==> src/rtl/xchg_pkg.sv <==
package xchg_pkg;

    // Stages of one framed exchange, in the order the sequencer visits them.
    typedef enum logic [3:0] {
        PH_IDLE,
        PH_SETUP,     // both lines high for one step
        PH_ST_DATA,   // start: data low, clock high
        PH_ST_CLK,    // start: clock low
        PH_B_SET,     // bit: data placed, clock low
        PH_B_HIGH,    // bit: clock high
        PH_B_LOW,     // bit: clock low again, sample at the end
        PH_SP_CLK,    // stop: clock high, data low
        PH_SP_DATA    // stop: data high
    } phase_e;

endpackage

==> src/rtl/xchg_step_timer.sv <==
module xchg_step_timer #(
    parameter int STEP_CYCLES = 4
) (
    input  logic clk,
    input  logic rst_n,
    input  logic run_i,
    output logic tick_o
);
    localparam int CNT_W = (STEP_CYCLES > 1) ? $clog2(STEP_CYCLES) : 1;
    localparam logic [CNT_W-1:0] LAST = CNT_W'(STEP_CYCLES - 1);

    typedef struct packed {
        logic [CNT_W-1:0] cnt;
    } tmr_st_t;

    tmr_st_t st_d, st_q;

    always_comb begin
        st_d   = st_q;
        tick_o = run_i && (st_q.cnt == LAST);
        if (!run_i || tick_o) begin
            st_d.cnt = '0;
        end else begin
            st_d.cnt = st_q.cnt + 1'b1;
        end
    end

    always_ff @(posedge clk or negedge rst_n) begin
        if (!rst_n) begin
            st_q <= '0;
        end else begin
            st_q <= st_d;
        end
    end
endmodule

==> src/rtl/xchg_sync.sv <==
module xchg_sync #(
    parameter int STAGES = 2
) (
    input  logic clk,
    input  logic rst_n,
    input  logic d_i,
    output logic q_o
);
    generate
        if (STAGES == 0) begin : g_bypass
            logic unused_clk_rst;
            assign unused_clk_rst = clk ^ rst_n;
            assign q_o = d_i;
        end else begin : g_chain
            logic [STAGES-1:0] chain_d, chain_q;
            always_comb begin
                chain_d    = chain_q;
                chain_d[0] = d_i;
                for (int i = 1; i < STAGES; i++) begin
                    chain_d[i] = chain_q[i-1];
                end
            end
            always_ff @(posedge clk or negedge rst_n) begin
                if (!rst_n) begin
                    chain_q <= '1;
                end else begin
                    chain_q <= chain_d;
                end
            end
            assign q_o = chain_q[STAGES-1];
        end
    endgenerate
endmodule

==> src/rtl/xchg_shift_unit.sv <==
module xchg_shift_unit #(
    parameter int WORD_W = 32,
    parameter int PAGE_W = 2
) (
    input  logic              clk,
    input  logic              rst_n,
    input  logic              load_i,
    input  logic [WORD_W-1:0] cmd_i,
    input  logic              advance_i,
    input  logic              finish_i,
    input  logic              sdi_i,
    output logic              bit_o,
    output logic              bit_next_o,
    output logic [WORD_W-1:0] status_o
);
    typedef struct packed {
        logic [WORD_W-1:0] cmd;
        logic [WORD_W-1:0] status;
        logic [PAGE_W-1:0] page;
    } sh_st_t;

    sh_st_t st_d, st_q;

    always_comb begin
        st_d = st_q;
        if (load_i) begin
            st_d.cmd    = cmd_i;
            st_d.status = '0;
            st_d.page   = cmd_i[WORD_W-1 -: PAGE_W];
        end else if (advance_i) begin
            st_d.cmd    = {st_q.cmd[WORD_W-2:0], 1'b0};
            st_d.status = {st_q.status[WORD_W-2:0], sdi_i};
        end else if (finish_i) begin
            st_d.status[WORD_W-1 -: PAGE_W] = st_q.page;
        end
    end

    always_ff @(posedge clk or negedge rst_n) begin
        if (!rst_n) begin
            st_q <= '0;
        end else begin
            st_q <= st_d;
        end
    end

    assign bit_o      = st_q.cmd[WORD_W-1];
    assign bit_next_o = st_q.cmd[WORD_W-2];
    assign status_o   = st_q.status;
endmodule

==> src/rtl/xchg_sequencer.sv <==
module xchg_sequencer
    import xchg_pkg::*;
#(
    parameter int WORD_W = 32
) (
    input  logic clk,
    input  logic rst_n,
    input  logic start_i,
    input  logic tick_i,
    input  logic bit_i,
    input  logic bit_next_i,
    output logic busy_o,
    output logic done_o,
    output logic sck_o,
    output logic sdo_o,
    output logic load_o,
    output logic advance_o,
    output logic finish_o
);
    localparam int BIT_W = $clog2(WORD_W);
    localparam logic [BIT_W-1:0] LAST_BIT = BIT_W'(WORD_W - 1);

    typedef struct packed {
        phase_e           phase;
        logic [BIT_W-1:0] bitn;
        logic             sck;
        logic             sdo;
        logic             done;
    } seq_st_t;

    seq_st_t st_d, st_q;

    always_comb begin
        st_d      = st_q;
        st_d.done = 1'b0;
        load_o    = 1'b0;
        advance_o = 1'b0;
        finish_o  = 1'b0;
        unique case (st_q.phase)
            PH_IDLE: begin
                st_d.sck = 1'b1;
                st_d.sdo = 1'b1;
                if (start_i) begin
                    st_d.phase = PH_SETUP;
                    load_o     = 1'b1;
                end
            end
            PH_SETUP: if (tick_i) begin
                st_d.phase = PH_ST_DATA;
                st_d.sdo   = 1'b0;
            end
            PH_ST_DATA: if (tick_i) begin
                st_d.phase = PH_ST_CLK;
                st_d.sck   = 1'b0;
            end
            PH_ST_CLK: if (tick_i) begin
                st_d.phase = PH_B_SET;
                st_d.bitn  = '0;
                st_d.sdo   = bit_i;
            end
            PH_B_SET: if (tick_i) begin
                st_d.phase = PH_B_HIGH;
                st_d.sck   = 1'b1;
            end
            PH_B_HIGH: if (tick_i) begin
                st_d.phase = PH_B_LOW;
                st_d.sck   = 1'b0;
            end
            PH_B_LOW: if (tick_i) begin
                advance_o = 1'b1;
                if (st_q.bitn == LAST_BIT) begin
                    st_d.phase = PH_SP_CLK;
                    st_d.sck   = 1'b1;
                    st_d.sdo   = 1'b0;
                end else begin
                    st_d.phase = PH_B_SET;
                    st_d.bitn  = st_q.bitn + 1'b1;
                    st_d.sdo   = bit_next_i;
                end
            end
            PH_SP_CLK: if (tick_i) begin
                st_d.phase = PH_SP_DATA;
                st_d.sdo   = 1'b1;
            end
            PH_SP_DATA: if (tick_i) begin
                st_d.phase = PH_IDLE;
                st_d.done  = 1'b1;
                finish_o   = 1'b1;
            end
            default: begin
                st_d.phase = PH_IDLE;
                st_d.sck   = 1'b1;
                st_d.sdo   = 1'b1;
            end
        endcase
    end

    always_ff @(posedge clk or negedge rst_n) begin
        if (!rst_n) begin
            st_q.phase <= PH_IDLE;
            st_q.bitn  <= '0;
            st_q.sck   <= 1'b1;
            st_q.sdo   <= 1'b1;
            st_q.done  <= 1'b0;
        end else begin
            st_q <= st_d;
        end
    end

    assign busy_o = (st_q.phase != PH_IDLE);
    assign done_o = st_q.done;
    assign sck_o  = st_q.sck;
    assign sdo_o  = st_q.sdo;
endmodule

==> src/rtl/cmd_xchg_master.sv <==
module cmd_xchg_master #(
    parameter int WORD_W      = 32,
    parameter int PAGE_W      = 2,
    parameter int STEP_CYCLES = 50,
    parameter int SYNC_STAGES = 2
) (
    input  logic              clk,
    input  logic              rst_n,
    input  logic              start_i,
    input  logic [WORD_W-1:0] cmd_i,
    output logic              busy_o,
    output logic              done_o,
    output logic [WORD_W-1:0] status_o,
    output logic              sck_o,
    output logic              sdo_o,
    input  logic              sdi_i
);
    logic tick, busy, load, advance, finish;
    logic cur_bit, next_bit, sdi_sync;

    xchg_step_timer #(.STEP_CYCLES(STEP_CYCLES)) tmr_i (
        .clk    (clk),
        .rst_n  (rst_n),
        .run_i  (busy),
        .tick_o (tick)
    );

    xchg_sync #(.STAGES(SYNC_STAGES)) sync_i (
        .clk   (clk),
        .rst_n (rst_n),
        .d_i   (sdi_i),
        .q_o   (sdi_sync)
    );

    xchg_shift_unit #(.WORD_W(WORD_W), .PAGE_W(PAGE_W)) shf_i (
        .clk        (clk),
        .rst_n      (rst_n),
        .load_i     (load),
        .cmd_i      (cmd_i),
        .advance_i  (advance),
        .finish_i   (finish),
        .sdi_i      (sdi_sync),
        .bit_o      (cur_bit),
        .bit_next_o (next_bit),
        .status_o   (status_o)
    );

    xchg_sequencer #(.WORD_W(WORD_W)) seq_i (
        .clk        (clk),
        .rst_n      (rst_n),
        .start_i    (start_i),
        .tick_i     (tick),
        .bit_i      (cur_bit),
        .bit_next_i (next_bit),
        .busy_o     (busy),
        .done_o     (done_o),
        .sck_o      (sck_o),
        .sdo_o      (sdo_o),
        .load_o     (load),
        .advance_o  (advance),
        .finish_o   (finish)
    );

    assign busy_o = busy;
endmodule

==> config.mk <==
export PLATFORM = sky130hd
export DESIGN_NAME = cmd_xchg_master
export DESIGN_NICKNAME = d
export VERILOG_FILES = /design/src/rtl/xchg_pkg.sv /design/src/rtl/xchg_step_timer.sv /design/src/rtl/xchg_sync.sv /design/src/rtl/xchg_shift_unit.sv /design/src/rtl/xchg_sequencer.sv /design/src/rtl/cmd_xchg_master.sv
export SDC_FILE = /design/constraint.sdc
export NUM_CORES = 1
export LEC_CHECK = 0
export BUFFER_PORTS_ARGS = -buffer_cell sky130_fd_sc_hd__clkbuf_2
export CAP_MARGIN = 20
export CORE_MARGIN = 2
export CORE_UTILIZATION = 56
export CTS_BUF_LIST = sky130_fd_sc_hd__clkbuf_16
export DETAILED_ROUTE_END_ITERATION = 7
export PLACE_DENSITY = 0.89
export SYNTH_ARGS = -nofsm -noshare
export SYNTH_HDL_FRONTEND = slang
export SYNTH_SLANG_ARGS = --single-unit
export TNS_END_PERCENT = 30
==> constraint.sdc <==
create_clock -name clk -period 2.36 [get_ports clk]
set_input_delay 0.354 -clock clk [delete_from_list [all_inputs] [get_ports clk]]
set_output_delay 0.354 -clock clk [all_outputs]
set_load 0.1 [all_outputs]
Word level (Yosys, flattened, before mapping)
Index checks and enable logic that the tools add are counted.
Cells by class
  add/sub/neg operators: 2
  equal/unequal tests: 22
  mux-type cells: 31
  bitwise logic cells: 2
  reductions and logical operators: 15
Operators by type and width (count)
  64-bit two-way mux: 1
  4-bit case mux with 9 select lines: 1
  32-bit two-way mux: 1
  30-bit two-way mux: 1
  4-bit two-way mux: 7
  2-bit by 1-bit != test with 1-bit output (second input constant): 10
  4-bit by 3-bit == test with 1-bit output (second input constant): 4
  11-bit two-way mux: 1
  1-bit two-way mux: 10
  5-bit case mux with 2 select lines: 1
  5-bit AND reduction: 2
  9-bit two-way mux: 1
  9-bit AND reduction: 1
  4-bit by 2-bit == test with 1-bit output (second input constant): 2
  4-bit OR reduction: 2
  6-bit by 1-bit adder with 6-bit output (second input constant): 1
  6-bit == test (second input constant): 1
  2-bit two-way mux: 3
  6-bit two-way mux: 1
  5-bit by 1-bit adder with 5-bit output (second input constant): 1
  5-bit == test (second input constant): 1
  5-bit two-way mux: 1
  1-bit case mux with 5 select lines: 1
  4-bit by 1-bit == test with 1-bit output (second input constant): 1
  other kinds (13): 16
Word-level totals
  register bits: 86
  input port bits: 36
  output and inout port bits: 36
  word-level logic and storage cells: 83

Longest topological paths before layout
  depth after elaboration: 7
  mapped depth: 7
  depth with buffers taken out: 7

By module
Synthesis repeated with hierarchy kept, for this count alone.
Unflattened totals
  cells, all modules: 400
  area, all modules: 4205.3 µm²
Modules (own cells, without submodules)
  xchg_shift_unit: times used 1, cells each 283, area an instance 3105.5 µm², sequential area each 1651.6 µm²
  xchg_sequencer: times used 1, cells each 87, area an instance 755.7 µm², sequential area each 302.8 µm²
  xchg_step_timer: times used 1, cells each 28, area an instance 291.5 µm², sequential area each 150.1 µm²
  xchg_sync: times used 1, cells each 2, area an instance 52.6 µm², sequential area each 52.6 µm²

Least setup slack after synthesis
Ideal clock, no wire load.
  kind: flip-flop to flip-flop
  start point: register seq_i.st_q[3] in the netlist's numbering
  end point: register seq_i.st_q[6] in the netlist's numbering
  data arrival time: 1.938 ns
  required time: 2.294 ns
  path slack: 0.356 ns
  cell stages (with the launch flop): 8
  period minus slack after synthesis: 2.004 ns
  cells stage by stage: dfrtp_1 > ha_1 > and3_1 > ha_1 > nor3b_1 > o2111ai_2 > or4_1 > nand2_1
On the way
  word-level cells in the longest chain between the ends: 4
Ends and longest elaborated chain
  start: declaration: line xchg_sequencer.sv:31  | seq_st_t st_d, st_q;
  start signal: assignment: line xchg_sequencer.sv:106  | st_q <= st_d;
  5-bit by 1-bit adder with 5-bit output: line xchg_sequencer.sv:77  | st_d.bitn = st_q.bitn + 1'b1;
  5-bit two-way mux: line xchg_sequencer.sv:71  | if (st_q.bitn == LAST_BIT) begin
  11-bit two-way mux: line xchg_sequencer.sv:69  | PH_B_LOW: if (tick_i) begin
  5-bit case mux with 2 select lines: line xchg_sequencer.sv:39  | unique case (st_q.phase)
Parallel ways exist; a longest one is shown, timed or not. The select of a mux whose other input is x is not followed.
A chain may end at the register's enable or synchronous reset.

Worst setup path in the final report
Same ends and word-level chain as after synthesis.

==> results.cfg <==
[outcome]
outcome = completed

[final_layout]
fill_cells = 596
area_delta_synth_final_pct = 12.7
diodes = 0
final_cells = 570
final_util_pct = 65.3
nNetsFinal = 506
drive_gt1_share_pct = 23.6

[clock_tree]
cts_tree = done
clk_path_buf_depth = 2
root_buffer = clkbuf_16
cts_buffers = 9
cts.clk_slew.worst_paths_ns = 0.06
cts_sinks = 86
clock_latency_ns = 0.34
htreeDepth = 3
postCtsSetupBuffers = 0

[die]
die_y_um = 90.6
die_area_mm2 = 0.00822
ios = 72
die_x_um = 90.6
start_util_pct = 58.0
rows = 31
core_area_mm2 = 0.00725

[setup_path]
crit_path_end_kind = register
crit_fanout = 7
rrSetupSlack_ns = 0.13
r2r_start = seq_i.st_q[3]
start_kind = register
worstSetupPathType = reg -> reg
critPathRequiredTime_ns = 2.64
crit_start = seq_i.st_q[3]
arrival_ns = 2.51

[timing]
drv_slew = 0
skew_ns = 0.00560
setup_violations = 0
hold_violations = 0
rsz0062_at_grt = false
max_clock_freq_ghz = 0.448
setup-tns-final_ns = 0
min_period_over_period_pct = 94.6
worstMarginPinSlew_ns = 0.569
max-slew-margin-rel_pct = 62.3
post-route-min-period_ns = 2.23

[detailed_routing]
dr.first_iter.drc_count = 187
totalWireLength_mm = 8.23
wl_per_cell_um = 14.4
antenna_left = 0
drcViolationCount = 0
avgViaCountPerCell = 5.37
vias = 3062
drt_first_pass_iters = 4

[grt]
grt_pass1_vias = 3010
grt_pass1_wl_mm = 14.1
grt_usage_pct = 21.4
grt-ovfl-total = 0
grt_max_degree = 67
antenna_found_initial = 0

[job]
maxCapViolations = 0

[synthesis]
yosys.cell_types.count = 50
ys_seq_elements = 86
synthArstFlopShare_pct = 100
syn_avg_cell_area_um2 = 9.73
syn_nets = 472
yosysWarnings = 0
syn_inst = 432
synthFlopType = dfrtp_1
synth_area_mm2 = 0.00420
synth_edf_count = 0
yosysSeqAreaShare_pct = 51.3

[placement]
place_hpwl_mm = 5.51
io_buffers = 71
place.gp.congestion = 0.797
place_inst = 553

[min_path]
hold_class = in -> reg
holdCritStartpoint = sdi_i

[power_and_ir_drop]
p_leak_nw = 2.11
vdd_drop_max_mv = 0.595
power_density_mw_per_mm2 = 1480
cells in the mapped netlist (4+ instances only):
cell      instances  area, um2
a21oi_1          35        175
and2_1            4       25.0
buf_2            11       55.1
buf_4            32        240
buf_6             5       56.3
clkbuf_1         11       41.3
dfrtp_1          82       2050
dfstp_2           4        105
ha_1              4       50.1
inv_1             7       26.3
mux2i_1          32        320
nand2_1          99        372
nand3_1           6       30.0
nor2_1           12       45.0
nor2b_1           6       37.5
o21ai_0           8       40.0
o21ai_1          29        145
path summary, 6_finish.rpt:
check | endpoint | depth (start not counted)
setup reg to reg | seq_i.st_q[6] | 7
hold reg to reg | sync_i.g_chain.chain_q[1] | 0
setup / recovery | seq_i.st_q[6] | 7
hold / removal | sync_i.g_chain.chain_q[0] | 1
min in group asynchronous | seq_i.st_q[7] | 2
max in group asynchronous | sync_i.g_chain.chain_q[1] | 3
where the power goes:
| group | total, mW | internal, mW | switching [mW] | leakage, nW |
|---|---|---|---|---|
| clock network | 1.49 | 0.920 | 0.570 | 0.157 |
| registers | 2.51 | 2.08 | 0.427 | 1.06 |
| logic | 3.01 | 0.641 | 2.37 | 0.888 |
| total | 7.01 | 3.64 | 3.37 | 2.11 |
logic make-up (layout without fill, tap and decap cells):
family	after synthesis	count (layout)	share of synthesized area, %
and+or+nand+nor	145	145	15.6
AOI/OAI and AO/OA	91	91	12.5
DFF	86	86	51.3
buffers and inverters	66	105	9.97
muxes	35	35	8.42
xor gates and xnor gates	5	5	1.04
adders and majority gates	4	4	1.19
cell usage in the layout (no fill, tap or decap), types with 3 or more instances in the layout:
cell type and n:
nand3_1 6, a21oi_1 35, and2_1 3, o21ai_1 29, nand2_1 99, buf_4 8, dfrtp_1 82, o21ai_0 8
dfstp_2 4, nor2b_1 6, nor2_1 12, clkbuf_2 70, clkbuf_16 9, inv_1 8, xor2_1 3, o31ai_1 3
mux2i_1 32, ha_1 4, buf_12 3
sequential cells by signal, summed over array words and instances, names as in the netlist:
name and flops:
seq_i.done_o 1, seq_i.sck_o 1, seq_i.sdo_o 1, seq_i.st_q 9, shf_i.bit_next_o 1, shf_i.bit_o 1
shf_i.st_q 32, shf_i.status_o 32, sync_i.g_chain.chain_q 2, tmr_i.st_q 6
worst max-delay path, cell delays in order, from the launching register on:
cell and delay, ns:
dfrtp_1 0.41, ha_1 0.22, and3_1 0.19, ha_1 0.25, nor3b_2 0.26, o2111ai_2 0.21
or4_1 0.56, nand2_1 0.08
final cells by class:
| class | instances | area [um2] | area share (%) |
|---|---|---|---|
| repair buffers | 82 | 480 | 10.1 |
| inverters | 7 | 26.3 | 0.555 |
| flip-flops and latches | 86 | 2160 | 45.5 |
| clock buffers | 9 | 225 | 4.75 |
| clock inverters | 7 | 90.1 | 1.90 |
| well taps | 99 | 124 | 2.61 |
| multi-input cells | 280 | 1640 | 34.5 |
metal layers:
layer  wire length [um]  track usage [%]
met5                  0                0
met4                162             7.31
met3                392             5.01
met2               4120             35.3
met1               3550             27.9
stage by stage:
stage / total power [mW] / worst slack (ns) / area (um2) / hold slack, ns
after detailed placement: 5.54 / 0.119 / 4410 / 0.340
after floorplan: 5.29 / 0.356 / 4200 / 0.0584
after global placement: 5.43 / 0.276 / 4410 / 0.330
after CTS: 7.05 / 0.0625 / 4730 / 0.0936
final: 7.01 / 0.129 / 4740 / 0.0975
after global routing: 7.38 / 0.0369 / 4740 / 0.0874
what timing repair did:
action                     CTS  global route
setup endpoints to repair    0             1
gates resized for setup      0             1
hold buffers                 1             0
hold endpoints to repair    32             0
Power figures use the tool's default switching activity.
